File: config.mk
export PLATFORM = sky130hd
export DESIGN_NAME = nvm_writeback_ctrl
export DESIGN_NICKNAME = d
export VERILOG_FILES = /design/src/rtl/nvwb_pkg.sv /design/src/rtl/nvwb_timer.sv /design/src/rtl/nvwb_wear.sv /design/src/rtl/nvm_writeback_ctrl.sv
export SDC_FILE = /design/constraint.sdc
export NUM_CORES = 1
export LEC_CHECK = 0
export BUFFER_PORTS_ARGS = -buffer_cell sky130_fd_sc_hd__buf_2
export CAP_MARGIN = 30
export CORE_ASPECT_RATIO = 1.4
export CORE_MARGIN = 10
export CORE_UTILIZATION = 51
export DETAILED_ROUTE_END_ITERATION = 10
export PLACE_DENSITY = 0.82
export SETUP_SLACK_MARGIN = 0.05
export SKIP_CTS_REPAIR_TIMING = 1
export SLEW_MARGIN = 0
export SYNTH_ARGS = -nofsm -noshare
export SYNTH_HDL_FRONTEND = slang
export SYNTH_SLANG_ARGS = --single-unit
File: constraint.sdc
create_clock -name clk -period 2.04 [get_ports clk]
set_input_delay 0.102 -clock clk [delete_from_list [all_inputs] [get_ports clk]]
set_output_delay 0.102 -clock clk [all_outputs]
set_load 0.02 [all_outputs]
File: src/rtl/nvwb_pkg.sv
package nvwb_pkg;
    typedef enum logic [1:0] {
        ST_IDLE    = 2'd0,
        ST_WAIT_ZC = 2'd1,
        ST_PROG    = 2'd2,
        ST_HOLD    = 2'd3
    } nvwb_state_t;
endpackage

File: src/rtl/nvwb_timer.sv
module nvwb_timer #(
    parameter int WRITE_CYCLES = 16
) (
    input  logic clk,
    input  logic rst_n,
    input  logic load,
    input  logic run,
    output logic at_zero
);
    localparam int CW = (WRITE_CYCLES > 2) ? $clog2(WRITE_CYCLES) : 1;
    localparam logic [CW-1:0] LOAD_VAL = CW'(WRITE_CYCLES - 1);

    logic [CW-1:0] remain;

    always_ff @(posedge clk or negedge rst_n) begin
        if (!rst_n)
            remain <= '0;
        else if (load)
            remain <= LOAD_VAL;
        else if (run && remain != '0)
            remain <= remain - 1'b1;
    end

    assign at_zero = (remain == '0);

    AST_LOAD_NONZERO: assert property (@(posedge clk) disable iff (!rst_n)
        load |=> !at_zero);
endmodule

File: src/rtl/nvwb_wear.sv
module nvwb_wear #(
    parameter int NUM_LOC = 3,
    parameter int WEAR_W  = 16
) (
    input  logic                      clk,
    input  logic                      rst_n,
    input  logic [NUM_LOC-1:0]        inc,
    output logic [NUM_LOC*WEAR_W-1:0] wear_out
);
    localparam logic [WEAR_W-1:0] SAT = {WEAR_W{1'b1}};

    for (genvar i = 0; i < NUM_LOC; i++) begin : g_loc
        logic [WEAR_W-1:0] cnt;

        always_ff @(posedge clk or negedge rst_n) begin
            if (!rst_n)
                cnt <= '0;
            else if (inc[i] && cnt != SAT)
                cnt <= cnt + 1'b1;
        end

        assign wear_out[i*WEAR_W +: WEAR_W] = cnt;

        AST_WEAR_STEP: assert property (@(posedge clk) disable iff (!rst_n)
            inc[i] && cnt != SAT |=> cnt == $past(cnt) + 1'b1);
        AST_WEAR_HOLD: assert property (@(posedge clk) disable iff (!rst_n)
            !inc[i] |=> $stable(cnt));
    end
endmodule

File: src/rtl/nvm_writeback_ctrl.sv
module nvm_writeback_ctrl #(
    parameter int NUM_LOC      = 3,
    parameter int BYTE_W       = 8,
    parameter int WRITE_CYCLES = 16,
    parameter int WEAR_W       = 16
) (
    input  logic                      clk,
    input  logic                      rst_n,
    input  logic                      wr_done,
    input  logic                      zc_enable,
    input  logic                      zc_done,
    input  logic [NUM_LOC*BYTE_W-1:0] shadow_in,
    output logic                      busy,
    output logic [NUM_LOC-1:0]        prog_strobe,
    output logic [NUM_LOC*BYTE_W-1:0] prog_data,
    output logic [NUM_LOC*WEAR_W-1:0] wear_count
);
    import nvwb_pkg::*;

    localparam int DW = NUM_LOC * BYTE_W;
    localparam int HW = $clog2(WRITE_CYCLES + 1);

    nvwb_state_t state, state_nx;
    logic        pending;
    logic        request;
    logic        zc_block;
    logic        tmr_zero;
    logic        enter_prog;
    logic [DW-1:0] snap;

    assign zc_block   = zc_enable && !zc_done;
    assign request    = wr_done || pending;
    assign enter_prog = (state_nx == ST_PROG) && (state != ST_PROG);

    // next-state logic
    always_comb begin
        state_nx = state;
        unique case (state)
            ST_IDLE:    if (request) state_nx = zc_block ? ST_WAIT_ZC : ST_PROG;
            ST_WAIT_ZC: if (!zc_block) state_nx = ST_PROG;
            ST_PROG:    state_nx = ST_HOLD;
            ST_HOLD:    if (tmr_zero) state_nx = ST_IDLE;
            default:    state_nx = ST_IDLE;
        endcase
    end

    // state register
    always_ff @(posedge clk or negedge rst_n) begin
        if (!rst_n)
            state <= ST_IDLE;
        else
            state <= state_nx;
    end

    // request latch: strobes seen outside idle wait for the next cycle
    always_ff @(posedge clk or negedge rst_n) begin
        if (!rst_n)
            pending <= 1'b0;
        else if (state == ST_IDLE)
            pending <= 1'b0;
        else if (wr_done)
            pending <= 1'b1;
    end

    // snapshot of the shadow bytes at the start of programming
    always_ff @(posedge clk or negedge rst_n) begin
        if (!rst_n)
            snap <= '0;
        else if (enter_prog)
            snap <= shadow_in;
    end

    // outputs
    always_comb begin
        busy        = 1'b0;
        prog_strobe = '0;
        unique case (state)
            ST_IDLE:    busy = 1'b0;
            ST_WAIT_ZC: busy = 1'b1;
            ST_PROG: begin
                busy        = 1'b1;
                prog_strobe = '1;
            end
            ST_HOLD:    busy = 1'b1;
            default:    busy = 1'b0;
        endcase
    end

    assign prog_data = snap;

    nvwb_timer #(.WRITE_CYCLES(WRITE_CYCLES)) u_timer (
        .clk     (clk),
        .rst_n   (rst_n),
        .load    (enter_prog),
        .run     (state == ST_PROG || state == ST_HOLD),
        .at_zero (tmr_zero)
    );

    nvwb_wear #(.NUM_LOC(NUM_LOC), .WEAR_W(WEAR_W)) u_wear (
        .clk      (clk),
        .rst_n    (rst_n),
        .inc      (prog_strobe),
        .wear_out (wear_count)
    );

    // independent count of hold cycles, compared against the timer
    logic [HW-1:0] hold_seen;
    always_ff @(posedge clk or negedge rst_n) begin
        if (!rst_n)
            hold_seen <= '0;
        else if (state == ST_PROG)
            hold_seen <= '0;
        else if (state == ST_HOLD)
            hold_seen <= hold_seen + 1'b1;
    end

    AST_BUSY_LENGTH: assert property (@(posedge clk) disable iff (!rst_n)
        (state == ST_HOLD && tmr_zero) |-> hold_seen == HW'(WRITE_CYCLES - 2));
    AST_ALL_LOCATIONS: assert property (@(posedge clk) disable iff (!rst_n)
        (prog_strobe != '0) |-> (prog_strobe == '1));
    AST_SINGLE_STROBE: assert property (@(posedge clk) disable iff (!rst_n)
        (prog_strobe != '0) |=> (prog_strobe == '0));
    AST_STROBE_BUSY: assert property (@(posedge clk) disable iff (!rst_n)
        (prog_strobe != '0) |-> busy);
    AST_ZC_GATE: assert property (@(posedge clk) disable iff (!rst_n)
        $rose(prog_strobe[0]) |-> $past(!zc_enable || zc_done));
    AST_SNAP_STABLE: assert property (@(posedge clk) disable iff (!rst_n)
        (state == ST_HOLD) |-> $stable(prog_data));
    AST_NO_DROP: assert property (@(posedge clk) disable iff (!rst_n)
        (busy && wr_done) |=> (pending || state == ST_IDLE && $past(state) == ST_IDLE));
endmodule

Word level (Yosys, flattened, before mapping)
Index checks and enable logic that the tools add are counted. W data, S select, Z words.

Register bits: 79. Input port bits: 29. Output and inout bits: 76. Logic and storage cells: 45.

Add/subtract/negate cells: 4. Eq/ne operators: 8. Multiplexer cells: 11. Reductions and logical operators: 15.

Operators by type and width (number): $add A16 B1 Y16 const B (3); $ne A16 B16 Y1 const B (3); $mux W2 (4); $mux W4 (2); $pmux W2 S4 (1); $eq A2 B2 Y1 const B (3); $logic_and A1 B1 Y1 (6); $logic_not A4 Y1 (1); $reduce_bool A2 Y1 (2); $reduce_bool A4 Y1 (1); $sub A4 B1 Y4 const B (1); $mux W3 (1); $reduce_or A3 Y1 (1); $eq A2 B1 Y1 const B (1); $logic_not A2 Y1 (1); $logic_or A1 B1 Y1 (2); $mux W1 (2); $ne A2 B2 Y1 const B (1); $pmux W1 S2 (1); $logic_not A1 Y1 (1).

Longest topological paths before layout
Word-level depth: 8. Mapped depth: 7. Depth with buffers taken out: 7.

Cells and area by module
From an unflattened synthesis, not the netlist that was laid out.

Cell total of the unflattened synthesis: 302. Area total of the unflattened synthesis: 3707.3 µm².

By module, submodules not included: nvwb_wear (times used 1, cells an instance 214, area each 2414.8 µm², sequential area each 1201.2 µm²); nvm_writeback_ctrl (times used 1, cells an instance 67, area each 1073.5 µm², sequential area each 675.6 µm²); nvwb_timer (times used 1, cells an instance 21, area each 219.0 µm², sequential area each 100.1 µm²).

Worst setup path after synthesis
OpenSTA, ideal clock, no wires.

Path kind: reg2reg. Start point: reg u_wear.g_loc[1].cnt[0]. End point: reg u_wear.g_loc[1].cnt[1]. Setup time: 0.125 ns. Data arrival time: 1.683 ns. Setup slack: 0.232 ns. Cell stages (with the launch flop): 6. Path buffers: 0. Clock period less this slack: 1.808 ns. Cell sequence: dfrtp_1 ha_1 nand3_1 or3_1 o21ai_1 mux2_2.

Longest elaborated chain between the ends: 2. Elaborated cells on any way between the ends: 3.

Ends and longest elaborated chain: from (decl) (RTL line nvwb_wear.sv:13) `logic [WEAR_W-1:0] cnt;`; from (signal assigned) (RTL line nvwb_wear.sv:19) `cnt <= cnt + 1'b1;`; parallel branches: the longest is 2 deep, another holds $add A16 B1 Y16.

Several ways; the timed one is not identified. A chain may end at the register's enable or synchronous reset.

Worst setup path after layout
Same ends and word-level chain as after synthesis.

==> summary.md <==
| Metric | Value |
|---|---|
| Fmax | 0.536 GHz |
| Most area-consuming cells after synthesis | dfrtp_1, nand2_1, xnor2_1 |
| Layout Skew | 9.96 ps |
| Largest net degree at the start of global routing | 45 |
| Area leader, netlist | dfrtp_1 |
| Routed wire length | approximately 9000 µm |
| CTS Root Cell | clkbuf_8 |
| Synth Register Bits | 79 |
| Max_slew headroom | roughly 66% |
| Yosys cell types | 45 |
| Detailed-route wire length per cell | around 15 µm |
| Internal | 3.46 mW |
| Crit path required time | 2270 ps |
| Mapped cell area | about 3500 µm² |
| Drt via density | just over 5 |
| CP peak stage delay | between 400 and 500 ps |
| Placed cell count | around 530 |
| Final hold viol count | 0 |
| Layout Area Growth over Synthesis | 31.6% |
| Die area | 10,700 µm² |
| Post-synthesis sequential area ratio | 55.8% |
| Total Nets Final | between 500 and 600 |
| Num CTS Buffers | 9 |
| Global-route usage over all layers | between 10% and 20% |
| PortBufs | 104 |
| Fill cells | around 530 |
| Seq pwr share | between 40% and 50% |
| First-pass GRT wire length | 14,100 µm |
| Syn_nets | ~380 |
| # IOs | approximately 110 |
| Clk pwr share | 22.5% |
| Combinational share of power | a little over a third |
| CTS tree | done |
| Die H | about 120 µm |
| DRC | 0 |
| Post-route insts no fill | about 580 |
| Worst setup margin | 174 ps |
| Worst Hold Class | in2reg |
| Vias | just under 3,000 |
| First-pass detailed-route iteration total | 4 |
| Share of the clock period used by the worst path | 91.5% |
| Core Area | 6660 µm² |
| NetSw | about 2.2 mW |
| Clock sinks | between 70 and 80 |
| Slew Limit Fails | 0 |
| Leak pwr | between 2 and 2.5 nW |
| Initial Utilization | between 50% and 60% |
| H-tree level count | 3 |
| Synth warn | 0 |
| Vias in the first global route | approximately 3,000 |
| Syn avg cell area | just over 10 µm² |
| Initial antenna violation count | 0 |
| Critical Path Fanout Max | 4 |
| Grt ovf | 0 |
| RSZ-0062 raised after global routing | no |
| ANT nets after route | 0 |
| Setup TNS | 0 ps |
| Min Tclk post-route | between 1500 and 2000 ps |
| Rows | 35 |
| Net Sw Frac | 39.1% |
| Final setup violation count | 0 |
| Setup WS pre-CTS | roughly 230 ps |
| GP Congestion | between 0.8 and 0.9 |
| Worst IR drop on VDD | around 0.00098 V |
| Crit path cell chain | ha_1 -> nand3_1 -> or3_1 -> o21ai_1 -> mux2_2 |
| Crit Path Category | reg2reg |
| Worst Setup End Kind | flip-flop |
| CP max-delay cell | dfrtp_1 |
| Clock Tree Buf Depth | 2 |
| CP arrival | around 2100 ps |
| Share of layout cells above drive strength 1 | around 31% |
| Cell count after synthesis | ~340 |
| Worst-path clk slew | about 80 ps |
| Clock latency on the worst-skew pair | 350 ps |
| Initial drt markers | between 150 and 200 |
| Die width | 90.5 µm |
| Area share of the largest cell type after synthesis | 55.8% |
| CP startpoint kind | flip-flop |
| Max-cap violations | 0 |
| PD cells | around 1200 nW/µm² |
| Outcome | complete, no violations |
| Tightest Pin Transition | about 500 ps |
| DP Wirelength | between 6000 and 7000 µm |
| Ant. Diodes | 0 |
## routing by layer
| layer | GRT usage (%) | vias to the layer above | part of all wire (%) |
|---|---|---|---|
| li1 | - | 1412 | - |
| met1 | 17.7 | 1423 | 42 |
| met2 | 26.9 | 89 | 52 |
| met3 | 5.70 | 10 | 5.1 |
| met4 | 6.09 | 0 | 1.3 |
| met5 | 0 | - | 0 |
## path summary, 6_finish.rpt
kind / slack (ps) / endpoint / from / cells past startpoint
max: 170 / u_wear.g_loc[1].cnt[1] / u_wear.g_loc[1].cnt[0] / 5
max reg2reg: 170 / u_wear.g_loc[1].cnt[1] / u_wear.g_loc[1].cnt[0] / 5
min: 140 / state[0] / zc_done / 4
max in group asynchronous: 1210 / prog_data[15] / rst_n / 3
min in group asynchronous: 240 / u_wear.g_loc[2].cnt[12] / rst_n / 2
min reg2reg: 470 / prog_data[15] / prog_data[15] / 2
## area by class of cell
| cell class | count | area (µm²) | area share, % |
|---|---|---|---|
| Clock buffer | 10 | 138 | 2.95 |
| Sequential cell | 79 | 1980 | 42.4 |
| Multi-Input combinational cell | 244 | 1470 | 31.5 |
| Clock inverter | 6 | 83.8 | 1.80 |
| Timing Repair Buffer | 134 | 826 | 17.7 |
| Tap cell | 92 | 115 | 2.47 |
| Inverter | 11 | 53.8 | 1.15 |
## placed cells by master, fill, tap and decap left out, drive strengths merged, types with 2 or more instances in the layout
master,n
buf,108
nand2,93
dfrtp,79
xnor2,27
dlygate4sd3,26
nand3,18
nor2,17
xor2,13
inv,10
nand4,10
clkbuf,10
and3,9
nor3,8
o21ai,5
or2,5
clkinv,5
a21oi,4
mux2,4
ha,4
a31oi,4
or3,4
nor4,3
nor2b,2
and4,2
o21a,2
bufinv,2
## logic make-up after synthesis
group | share of synthesized area, %
and+or+nand+nor | 23.8
DFF | 55.8
xor gates and xnor gates | 9.88
AOI/OAI and AO/OA | 4.77
buffers and inverters | 2.86
muxes | 1.55
adders and majority gates | 1.41
## worst max-delay path: cells and delay by family (launching register included)
kind,cells,cell delay [ps]
simple gates,2,470
mux,1,370
flops,1,430
fa+ha+maj,1,200
compound gates,1,290
## synth_stat cells (all sizes together)
library cell,number
ha,4
nor4,3
nor3,8
and4,2
nand3,18
o31ai,1
dfrtp,79
nand2,93
a21oi,4
and3,9
xor2,13
nand4,10
o21ai,5
buf,5
nor2,17
a2111oi,1
mux2i,1
o41ai,1
o211ai,1
or3,4
inv,10
a211oi,1
o21a,2
a311oi,1
a31o,1
or2,5
clkinv,1
a31oi,4
mux2,4
and2,1
clkbuf,3
nand2b,1
xnor2,27
nor2b,2
## state kept, by name, summed over array words and instances, names as in the netlist
name	cells
u_timer.remain	4
state	2
u_wear.g_loc.cnt	48
prog_data	24
pending	1
## per-stage QoR
stage	instance area, µm²	hold WS [ps]	power (mW)	util [%]
after CTS	4400	-293	5.70	66.2
after global placement	4180	86.0	4.30	62.8
final	4660	137	5.68	70.1
after detailed placement	4180	90.6	4.40	62.8
after global routing	4660	183	6.07	70.1
after floorplan	3540	-194	3.71	-
## power groups by stage
stage | Combinational [mW] | Clock [mW] | Sequential (mW)
final | 2.07 | 1.28 | 2.33
after global placement | 1.99 | 0 | 2.31
after floorplan | 0.969 | 0 | 2.74
after detailed placement | 2.06 | 0 | 2.34
after CTS | 2.07 | 1.32 | 2.31
after global routing | 2.31 | 1.38 | 2.38
No activity file was read; power rests on OpenSTA's default activity.
